File: src/rtl/eye_align_pkg.sv
// Shared types for the eye-centring bit aligner.
package eye_align_pkg;

    // Controller phases of a training run.
    typedef enum logic [2:0] {
        PH_IDLE,
        PH_CLEAR,
        PH_MEASURE,
        PH_STEP,
        PH_PARK,
        PH_DONE
    } align_phase_e;

endpackage

File: src/rtl/eye_tap_track.sv
// Tap tracker: turns step commands into registered pulses for the external
// delay tap counter and keeps a copy of the tap index.
// Assumes: at most one command is meaningful per cycle (clear wins, then
// increment). The tap saturates at both ends and never wraps.
module eye_tap_track #(
    parameter int NTAPS = 64,
    localparam int TAP_W = $clog2(NTAPS)
) (
    input  logic             clk,
    input  logic             rst_n,
    input  logic             cmd_clr,
    input  logic             cmd_up,
    input  logic             cmd_down,
    output logic             dly_rst,
    output logic             dly_inc,
    output logic             dly_dec,
    output logic [TAP_W-1:0] tap
);

    localparam logic [TAP_W-1:0] TAP_TOP = TAP_W'(NTAPS - 1);

    logic at_top;
    logic at_bot;
    logic go_up;
    logic go_down;

    // Decide which command is accepted this cycle, with saturation.
    always_comb begin
        at_top  = (tap == TAP_TOP);
        at_bot  = (tap == '0);
        go_up   = cmd_up && !cmd_clr && !at_top;
        go_down = cmd_down && !cmd_clr && !cmd_up && !at_bot;
    end

    // Register the control pulses and update the tracked tap in step.
    always_ff @(posedge clk) begin
        if (!rst_n) begin
            dly_rst <= 1'b0;
            dly_inc <= 1'b0;
            dly_dec <= 1'b0;
            tap     <= '0;
        end else begin
            dly_rst <= cmd_clr;
            dly_inc <= go_up;
            dly_dec <= go_down;
            if (cmd_clr) begin
                tap <= '0;
            end else if (go_up) begin
                tap <= tap + 1'b1;
            end else if (go_down) begin
                tap <= tap - 1'b1;
            end
        end
    end

    // the top tap never steps over to the bottom.
    a_r8_no_wrap_up: assert property (@(posedge clk) disable iff (!rst_n)
        (tap == TAP_TOP && !cmd_clr) |=> (tap != '0));

    // the bottom tap never steps under to the top.
    a_r8_no_wrap_down: assert property (@(posedge clk) disable iff (!rst_n)
        (tap == '0 && !cmd_clr) |=> (tap != TAP_TOP));

    // at most one control pulse leaves the block per cycle.
    a_r8_one_pulse: assert property (@(posedge clk) disable iff (!rst_n)
        $onehot0({dly_rst, dly_inc, dly_dec}));

endmodule

File: src/rtl/eye_edge_probe.sv
// Edge probe: after a launch it waits SETTLE cycles for the delay to settle.
// It then compares NCMP pairs of consecutive words and reports, in a single
// verdict pulse, whether any pair disagreed.
// Assumes: the training word repeats every cycle, so a stable tap captures
// the same word each cycle. A new launch abandons any probe in progress.
module eye_edge_probe #(
    parameter int WORD_W = 8,
    parameter int SETTLE = 4,
    parameter int NCMP   = 4
) (
    input  logic              clk,
    input  logic              rst_n,
    input  logic              launch,
    input  logic [WORD_W-1:0] rx_word,
    output logic              verdict_vld,
    output logic              verdict_unst
);

    localparam int TOTAL = SETTLE + NCMP;
    localparam int CW    = $clog2(TOTAL + 1);
    localparam logic [CW-1:0] LOAD = CW'(TOTAL);
    localparam logic [CW-1:0] WIN  = CW'(NCMP);

    logic [CW-1:0]     cnt;
    logic [WORD_W-1:0] prev_word;
    logic              unst_acc;
    logic              in_win;
    logic              mism;

    // Flag the comparison window and a mismatch in this cycle.
    always_comb begin
        in_win = (cnt != '0) && (cnt <= WIN);
        mism   = (rx_word != prev_word);
    end

    // Run the settle countdown, accumulate mismatches and emit the verdict.
    always_ff @(posedge clk) begin
        if (!rst_n) begin
            cnt          <= '0;
            prev_word    <= '0;
            unst_acc     <= 1'b0;
            verdict_vld  <= 1'b0;
            verdict_unst <= 1'b0;
        end else begin
            prev_word   <= rx_word;
            verdict_vld <= 1'b0;
            if (launch) begin
                cnt      <= LOAD;
                unst_acc <= 1'b0;
            end else if (cnt != '0) begin
                cnt <= cnt - 1'b1;
                if (in_win) begin
                    unst_acc <= unst_acc | mism;
                end
                if (cnt == CW'(1)) begin
                    verdict_vld  <= 1'b1;
                    verdict_unst <= unst_acc | mism;
                end
            end
        end
    end

    // no verdict appears in the cycle right after a launch.
    a_r3_settle_first: assert property (@(posedge clk) disable iff (!rst_n)
        launch |=> !verdict_vld);

    // a verdict is a single-cycle pulse.
    a_r4_single_verdict: assert property (@(posedge clk) disable iff (!rst_n)
        verdict_vld |=> !verdict_vld);

endmodule

File: src/rtl/eye_align_ctrl.sv
// Training controller. It clears the delay and scans upward one tap at a time,
// letting the probe judge every tap. It records the first unstable tap and the
// next unstable tap after a stable stretch, picks the centre tap and walks the
// delay there.
// Assumes: NTAPS is a power of two, so the one-edge offset wraps naturally.
module eye_align_ctrl
    import eye_align_pkg::*;
#(
    parameter int NTAPS = 64,
    localparam int TAP_W = $clog2(NTAPS)
) (
    input  logic             clk,
    input  logic             rst_n,
    input  logic             start,
    input  logic             verdict_vld,
    input  logic             verdict_unst,
    input  logic [TAP_W-1:0] tap,
    output logic             cmd_clr,
    output logic             cmd_up,
    output logic             cmd_down,
    output logic             probe_go,
    output logic             done
);

    localparam logic [TAP_W-1:0] TAP_TOP = TAP_W'(NTAPS - 1);
    localparam logic [TAP_W-1:0] HALF    = TAP_W'(NTAPS / 2);

    align_phase_e     phase;
    logic             have_e1;
    logic             seen_gap;
    logic [TAP_W-1:0] e1;
    logic [TAP_W-1:0] target;
    logic [TAP_W:0]   edge_sum;
    logic [TAP_W-1:0] one_edge;
    logic [TAP_W-1:0] lone_target;

    // Work out the centre tap for the two-edge and the one-or-no-edge cases.
    always_comb begin
        edge_sum    = {1'b0, e1} + {1'b0, tap};
        one_edge    = have_e1 ? e1 : tap;
        lone_target = (have_e1 || verdict_unst) ? (one_edge + HALF) : HALF;
    end

    // Drive the delay commands and the probe launch from the phase.
    always_comb begin
        cmd_clr  = (phase == PH_CLEAR);
        probe_go = (phase == PH_CLEAR) || (phase == PH_STEP);
        cmd_up   = (phase == PH_STEP) || ((phase == PH_PARK) && (tap < target));
        cmd_down = (phase == PH_PARK) && (tap > target);
        done     = (phase == PH_DONE);
    end

    // Sequence the run and record the edges from each verdict.
    always_ff @(posedge clk) begin
        if (!rst_n) begin
            phase    <= PH_IDLE;
            have_e1  <= 1'b0;
            seen_gap <= 1'b0;
            e1       <= '0;
            target   <= '0;
        end else if (start) begin
            phase <= PH_CLEAR;
        end else begin
            case (phase)
                PH_IDLE: phase <= PH_IDLE;
                PH_CLEAR: begin
                    have_e1  <= 1'b0;
                    seen_gap <= 1'b0;
                    phase    <= PH_MEASURE;
                end
                PH_MEASURE: begin
                    if (verdict_vld) begin
                        if (verdict_unst && have_e1 && seen_gap) begin
                            target <= edge_sum[TAP_W:1];
                            phase  <= PH_PARK;
                        end else if (tap == TAP_TOP) begin
                            target <= lone_target;
                            phase  <= PH_PARK;
                        end else begin
                            if (verdict_unst && !have_e1) begin
                                e1      <= tap;
                                have_e1 <= 1'b1;
                            end
                            if (!verdict_unst && have_e1) begin
                                seen_gap <= 1'b1;
                            end
                            phase <= PH_STEP;
                        end
                    end
                end
                PH_STEP: phase <= PH_MEASURE;
                PH_PARK: begin
                    if (tap == target) begin
                        phase <= PH_DONE;
                    end
                end
                PH_DONE: phase <= PH_DONE;
                default: phase <= PH_IDLE;
            endcase
        end
    end

    // the finished state holds until a start arrives.
    a_r9_done_sticky: assert property (@(posedge clk) disable iff (!rst_n)
        (done && !start) |=> done);

    // a run that is parking never launches another probe.
    a_r10_no_probe_park: assert property (@(posedge clk) disable iff (!rst_n)
        (phase == PH_PARK) |-> !probe_go);

endmodule

File: src/rtl/eye_center_align.sv
// Top of the eye-centring bit aligner for one receive channel. It ties the
// controller, the edge probe and the tap tracker together.
// Assumes: rx_word comes from the channel's capture register at the delay
// set by the dly_* pulses, and the training word repeats every cycle.
module eye_center_align
    import eye_align_pkg::*;
#(
    parameter int NTAPS  = 64,
    parameter int WORD_W = 8,
    parameter int SETTLE = 4,
    parameter int NCMP   = 4,
    localparam int TAP_W = $clog2(NTAPS)
) (
    input  logic              clk,
    input  logic              rst_n,
    input  logic              start,
    input  logic [WORD_W-1:0] rx_word,
    output logic              dly_rst,
    output logic              dly_inc,
    output logic              dly_dec,
    output logic [TAP_W-1:0]  tap_now,
    output logic              done
);

    logic cmd_clr;
    logic cmd_up;
    logic cmd_down;
    logic probe_go;
    logic verdict_vld;
    logic verdict_unst;

    eye_align_ctrl #(.NTAPS(NTAPS)) u_ctrl (
        .clk          (clk),
        .rst_n        (rst_n),
        .start        (start),
        .verdict_vld  (verdict_vld),
        .verdict_unst (verdict_unst),
        .tap          (tap_now),
        .cmd_clr      (cmd_clr),
        .cmd_up       (cmd_up),
        .cmd_down     (cmd_down),
        .probe_go     (probe_go),
        .done         (done)
    );

    eye_edge_probe #(.WORD_W(WORD_W), .SETTLE(SETTLE), .NCMP(NCMP)) u_probe (
        .clk          (clk),
        .rst_n        (rst_n),
        .launch       (probe_go),
        .rx_word      (rx_word),
        .verdict_vld  (verdict_vld),
        .verdict_unst (verdict_unst)
    );

    eye_tap_track #(.NTAPS(NTAPS)) u_track (
        .clk      (clk),
        .rst_n    (rst_n),
        .cmd_clr  (cmd_clr),
        .cmd_up   (cmd_up),
        .cmd_down (cmd_down),
        .dly_rst  (dly_rst),
        .dly_inc  (dly_inc),
        .dly_dec  (dly_dec),
        .tap      (tap_now)
    );

    // a start produces the clear pulse two cycles later.
    a_r2_start_clears: assert property (@(posedge clk) disable iff (!rst_n)
        start |-> ##2 dly_rst);

    // while finished, the parked delay receives no step pulse.
    a_r9_parked_quiet: assert property (@(posedge clk) disable iff (!rst_n)
        done |-> (!dly_inc && !dly_dec));

    // the tap holds still across cycles spent finished.
    a_r9_parked_hold: assert property (@(posedge clk) disable iff (!rst_n)
        (done && $past(done)) |-> $stable(tap_now));

endmodule

File: config.mk
export PLATFORM = sky130hd
export DESIGN_NAME = eye_center_align
export DESIGN_NICKNAME = d
export VERILOG_FILES = /design/src/rtl/eye_align_pkg.sv /design/src/rtl/eye_tap_track.sv /design/src/rtl/eye_edge_probe.sv /design/src/rtl/eye_align_ctrl.sv /design/src/rtl/eye_center_align.sv
export SDC_FILE = /design/constraint.sdc
export NUM_CORES = 1
export LEC_CHECK = 0
export ABC_AREA = 1
export CAP_MARGIN = 20
export CORE_MARGIN = 5
export CORE_UTILIZATION = 35
export CTS_BUF_LIST = sky130_fd_sc_hd__clkbuf_16
export DETAILED_ROUTE_END_ITERATION = 8
export DONT_BUFFER_PORTS = 1
export PLACE_DENSITY = 0.55
export REMOVE_ABC_BUFFERS = 1
export SLEW_MARGIN = 10
export SYNTH_ARGS = -nofsm -noshare
export SYNTH_HDL_FRONTEND = slang
export SYNTH_HIERARCHICAL = 1
export SYNTH_SLANG_ARGS = --single-unit
File: constraint.sdc
create_clock -name clk -period 2.5 [get_ports clk]
set_input_delay 0.25 -clock clk [delete_from_list [all_inputs] [get_ports clk]]
set_output_delay 0.25 -clock clk [all_outputs]
set_load 0.02 [all_outputs]
==> impl_metrics.ini, run 1 <==
[floorplan]
rows = 31
fp.dieH_um = 96.38
start_util_pct = 36.00
die-area_sq_um = 9288
io-pin-count = 21
dieWidth_um = 96.38
coreArea_sq_um = 7253

[clock_tree]
cts_root_buffer = clkbuf_16
cts_buffer_depth = 2
postCtsHoldBufs = 0
clk_pin_slew_ns = 0.06
cts_tree = done
cts_num_sinks = 41
numCtsBuffers = 5
clkLatencyLatePin_ns = 0.28
cts-htree-levels = 2

[timing]
finalCritPeriodShare_pct = 94.32
relSlewSlack_pct = 74.03
finalMaxSlewViolations = 0
tightest_slew_ns = 0.3882
finalHoldViolations = 0
setup_viol = 0
fin_crit_ns = 2.358
fin_worst_skew_ns = 0.004323
max_freq_mhz = 424.1
timing.final.ws_setup_ns = 0.1419

[critical_path]
rrSetupSlack_ns = 0.14
arrival_ns = 2.53
crit_fanout = 6
r2r_cells = 16
required_ns = 2.67
reg2reg_from = u_ctrl/target[5]$_SDFFE_PN0P_
crit_type = reg2reg
crit_path_end_kind = register
critPathLaunch = u_ctrl/target[5]$_SDFFE_PN0P_
cp-start-kind = register
r2r-end = u_track/tap[4]$_SDFFE_PP0P_

[cells_and_area]
drive_gt1_share_pct = 16.43
multi_input_area_sq_um = 1619
diodes = 0
final_cell_area_sq_um = 3055
syn_to_final_growth_pct = 17.01
final_core_util_pct = 42.13
nets = 444
instances_no_fill = 513
final-seq-area_sq_um = 823.3
n_fill_cell = 759

[yosys]
synth.distinct_cells = 33
synth_fa_ha_area_share_pct = 10.16
synth-simple-area-share_pct = 35.98
synth-warning-count = 6
synth_largest_area_cell = dfxtp_1
synthTopCellsByArea = dfxtp_1 31%, nand2_1 16%, ha_1 8.6%
synth-compound-area-share_pct = 9.200
synthTopCellsByCount = 110 x nand2_1, 60 x inv_1, 57 x nor2_1, 41 x dfxtp_1, 27 x a21oi_1
synth.top_cell.area_share_pct = 31.43
synth-seq-cells = 41
synthMuxAreaShare_pct = 0.3833
syn_inst = 400
async_flop_share_pct = 0
ys_seq_area_share_pct = 31.43
synth-xor-area-share_pct = 1.677
syn-mean-instance-area_sq_um = 6.528
synth_ff_type = dfxtp_1
synth-edff-count = 0
synth_top_family_by_area = simple AND/OR/NAND/NOR gates
synth_area_sq_um = 2611
yosysMostFrequentCell = nand2_1

[placed_design]
placed_area_sq_um = 2775
pre_cts_ws_ns = 0.07750
numPortBuffers = 0
place.gp.congestion = 0.8815
dp_hpwl_um = 4539
dp_cells = 504

[power]
ir_drop_v = 0.0005060
leakage_nw = 1.537
total_power_mw = 1.781
power_density_nw_per_um2 = 582.8

[run]
maxCapViolCount = 0

[status]
outcome = finished clean

[global_route]
grt_pass1_vias = 2187
grt_pass1_wl_um = 10380
antenna_found_initial = 0
overflow = 0
grt_max_degree = 26
grtUsageTotal_pct = 14.34

[route]
drtPass1Iterations = 4
drc = 0
wl_per_cell_um = 12.12
vias_per_cell = 4.602
drt_iter0_drc = 98
wl_um = 6218
num_vias = 2361
ant_nets = 0

[min_path]
hold_path_class = in2reg
min_to = u_probe/prev_word[2]$_SDFF_PN0_
hold_start = rx_word[2]
hold_path_depth = 2
==> area by class of cell <==
class	count	area share, %
tap	99	4.054
clock inverter	3	0.8190
timing repair buffer	9	2.211
sequential	41	26.95
multi-input combinational	284	52.99
inverter	72	8.886
clock buffer	5	4.095
==> flip-flops by register name, summed over array words and instances (netlist names) <==
| register | cells |
|---|---|
| u_probe/prev_word | 8 |
| u_track/tap | 6 |
| u_ctrl/target | 6 |
| u_probe/cnt | 4 |
| u_ctrl/phase | 3 |
| u_ctrl/have_e1 | 1 |
| u_track/dly_rst | 1 |
| u_ctrl/e1 | 6 |
| u_probe/unst_acc | 1 |
| u_track/dly_dec | 1 |
| u_track/dly_inc | 1 |
| u_probe/verdict_unst | 1 |
| u_probe/verdict_vld | 1 |
| u_ctrl/seen_gap | 1 |
==> how the worst max path moves through the flow <==
stage | slack (ns) | end
3_5_place_dp | 0.08 | u_track/tap[5]$_SDFFE_PP0P_
2_1_floorplan | -0.1 | u_track/tap[5]$_SDFFE_PP0P_
6_report | 0.14 | u_track/tap[4]$_SDFFE_PP0P_
3_3_place_gp | 0.12 | u_track/tap[5]$_SDFFE_PP0P_
5_1_grt | -0.04 | u_track/tap[5]$_SDFFE_PP0P_
4_1_cts | 0.07 | u_track/tap[5]$_SDFFE_PP0P_
==> cell families after synthesis <==
logic type / Yosys count
fa+ha+maj: 20
simple gates: 212
mux: 1
compound gates: 46
buf+inv: 75
xor+xnor: 5
flops: 41
==> power breakdown <==
part | internal (mW) | total (mW) | switching (mW)
clock network | 0.375 | 0.650 | 0.275
registers | 0.710 | 0.766 | 0.0561
logic | 0.141 | 0.365 | 0.224
total | 1.23 | 1.78 | 0.555
==> critical path, stage by stage, from the launching register on <==
cell and delay, ns:
dfxtp_1 0.33, inv_2 0.06, ha_4 0.22, a21oi_1 0.14, inv_1 0.06, nor2_2 0.10, nand3_1 0.10, nand2_2 0.07
inv_1 0.04, nor2_1 0.16, nand2_4 0.15, fa_2 0.39, nand3_1 0.12, a21oi_1 0.08, nand3b_1 0.15, inv_1 0.05
nor2_1 0.03
==> layer usage <==
metal	GRT usage, %	vias up	part of all wire (%)
li1	-	1265	-
met1	17.92	1040	44
met2	24.21	48	49
met3	4.105	8	5.6
met4	3.738	0	1.4
met5	0	-	0
==> placed cells by master (no fill, tap or decap), types with 5 or more instances in the layout <==
cell type,synthesis,final
dfxtp_1,41,39
buf_4,0,9
inv_2,11,14
ha_1,18,11
nand2_2,4,6
nand2_1,110,107
a21oi_1,27,25
clkbuf_16,0,5
o21ai_1,6,7
ha_4,0,7
o21ai_0,9,8
nand3_1,22,21
nor2_2,3,5
inv_1,60,57
nor2_1,57,55
==> repair_timing <==
item,in CTS,in global routing
buffers inserted,0,1
endpoints found under the setup margin,0,4
gates resized for setup,0,23
==> stage by stage <==
step	TNS [ns]	hold slack [ns]
after global routing	-0.04039	0.05795
after detailed placement	0	0.3495
after global placement	0	0.3450
final	0	0.06049
after CTS	0	0.05541
after floorplan	-0.2465	0.3435
Note: power is estimated with default switching activity, not from simulation.
==> inputs of run 2 (changes only) <==
==> constraint.sdc (replaced) <==
create_clock -name clk -period 2.5 [get_ports clk]
set_input_delay 0.125 -clock clk [delete_from_list [all_inputs] [get_ports clk]]
set_output_delay 0.125 -clock clk [all_outputs]
set_load 0.02 [all_outputs]
==> impl_metrics.ini, run 2 (synthesis gave the netlist of run 1 again) <==
[cells_and_area]
syn_to_final_growth_pct = 23.53
final_cell_mix = 107 x nand2_1, 57 x inv_1, 55 x nor2_1
largest_reg_flops = 8
drive_gt1_share_pct = 15.78
diodes = 0
layout_commonest_cell = nand2_1
n_fill_cell = 745
largest_register = u_probe/prev_word
nets = 461

[power]
p_comb_share_pct = 21.7
ir_drop_v = 0.0005363
power_density_nw_per_um2 = 561.3
internal_power_mw = 1.243
clock_power_share_pct = 36.0
leakage_nw = 1.599
sw_frac_of_total_pct = 31.32
p_seq_share_pct = 42.3
power_switching_uw = 567.1

[floorplan]
die-area_sq_um = 9288
coreArea_sq_um = 7253
rows = 31
start_util_pct = 36.00
io-pin-count = 21
fp.dieH_um = 96.38
dieWidth_um = 96.38

[clock_tree]
clkLatencyLatePin_ns = 0.28
cts-htree-levels = 2
cts_buffer_depth = 2
cts_tree = done
clk_pin_slew_ns = 0.06
cts_root_buffer = clkbuf_16
numCtsBuffers = 5
cts_num_sinks = 41

[critical_path]
arrival_ns = 2.57
cp-start-kind = register
crit_path_end_kind = register
crit_type = reg2reg
crit_fanout = 6
required_ns = 2.72

[global_route]
grtUsageTotal_pct = 14.99
grt_max_degree = 17
grt_pass1_wl_um = 10810
overflow = 0
antenna_found_initial = 0
grt_pass1_vias = 2300

[route]
drc = 0
vias_per_cell = 4.572
ant_nets = 0
wl_met2_um = 3171
wl_met3_um = 356
wl_um = 6480
wl_met1_um = 2864
drtPass1Iterations = 4
num_vias = 2423
wl_per_cell_um = 12.23
top_layer = met4
drt_iter0_drc = 92

[timing]
fin_crit_ns = 2.353
finalHoldViolations = 0
tightest_slew_ns = 0.7520
finalCritPeriodShare_pct = 94.12
relSlewSlack_pct = 49.70
fin_hold_ws_ns = 0.04595
max_freq_mhz = 425.0
fin_worst_skew_ns = 0.004534
fin_setup_tns_ns = 0
finalMaxSlewViolations = 0
setup_viol = 0

[placed_design]
place.gp.congestion = 0.8815
numPortBuffers = 0
dp_hpwl_um = 4539

[status]
outcome = finished clean

[min_path]
hold_path_class = in2reg

[run]
maxCapViolCount = 0
-- run 2: layout make-up --
type | count | area, sq um | share of cell area, %
clock inverters | 3 | 25.02 | 0.7758
repair buffers | 26 | 237.7 | 7.370
multi-input cells | 284 | 1619 | 50.19
clock buffers | 5 | 125.1 | 3.879
well taps | 99 | 123.9 | 3.840
inverters | 72 | 271.5 | 8.417
flip-flops and latches | 41 | 823.3 | 25.52
-- run 2: power by group through the flow --
| stage | combinational [mW] | sequential (mW) | clock, mW |
|---|---|---|---|
| detailed placement | 0.359 | 0.779 | 0 |
| floorplan | 0.296 | 0.772 | 0 |
| finish | 0.392 | 0.766 | 0.652 |
| global placement | 0.356 | 0.778 | 0 |
| CTS | 0.385 | 0.766 | 0.669 |
| global route | 0.463 | 0.773 | 0.703 |
-- run 2: critical path: stages, from the launching register on --
cell and delay [ns]:
dfxtp_1 0.33, inv_2 0.06, ha_4 0.22, a21oi_1 0.14, inv_1 0.06, nor2_2 0.10, nand3_1 0.10, nand2_2 0.07
inv_1 0.04, nor2_1 0.16, nand2_4 0.15, ha_4 0.28, nand2_1 0.04, nand2_1 0.10, nand2_1 0.08, xor2_1 0.14
nand2_1 0.07, nand2_1 0.06, nor2_1 0.09
-- run 2: final timing paths --
kind / from / cells past startpoint / slack, ns / to
min: rst_n / 2 / 0.05 / u_ctrl/target[1]$_SDFFE_PN0P_
min reg2reg: u_ctrl/target[1]$_SDFFE_PN0P_ / 2 / 0.47 / u_ctrl/target[1]$_SDFFE_PN0P_
max reg2reg: u_ctrl/target[5]$_SDFFE_PN0P_ / 18 / 0.15 / u_track/tap[3]$_SDFFE_PP0P_
max: u_ctrl/target[5]$_SDFFE_PN0P_ / 18 / 0.15 / u_track/tap[3]$_SDFFE_PP0P_
-- run 2: through the flow --
step	setup slack, ns	instance area (sq um)	total power, mW	std cells	util [%]
after floorplan	-0.09901	2591	1.068	397	-
after global placement	0.1227	2775	1.134	504	38.26
after detailed placement	0.07750	2775	1.137	504	38.26
after CTS	0.06755	3095	1.820	529	42.68
after global routing	-0.03891	3226	1.939	530	44.47
final	0.1471	3226	1.811	530	44.47
-- run 2: timing repair --
action,CTS,global route
hold endpoints to repair,25,0
hold buffers,17,0
buffers inserted,0,1
endpoints found under the setup margin,0,4
gates resized for setup,0,23
-- run 2: layer usage --
metal  track usage [%]  up-vias
met3             4.105        8
li1                  -     1299
met1             18.49     1075
met5                 0        -
met2             25.82       41
met4             3.738        0
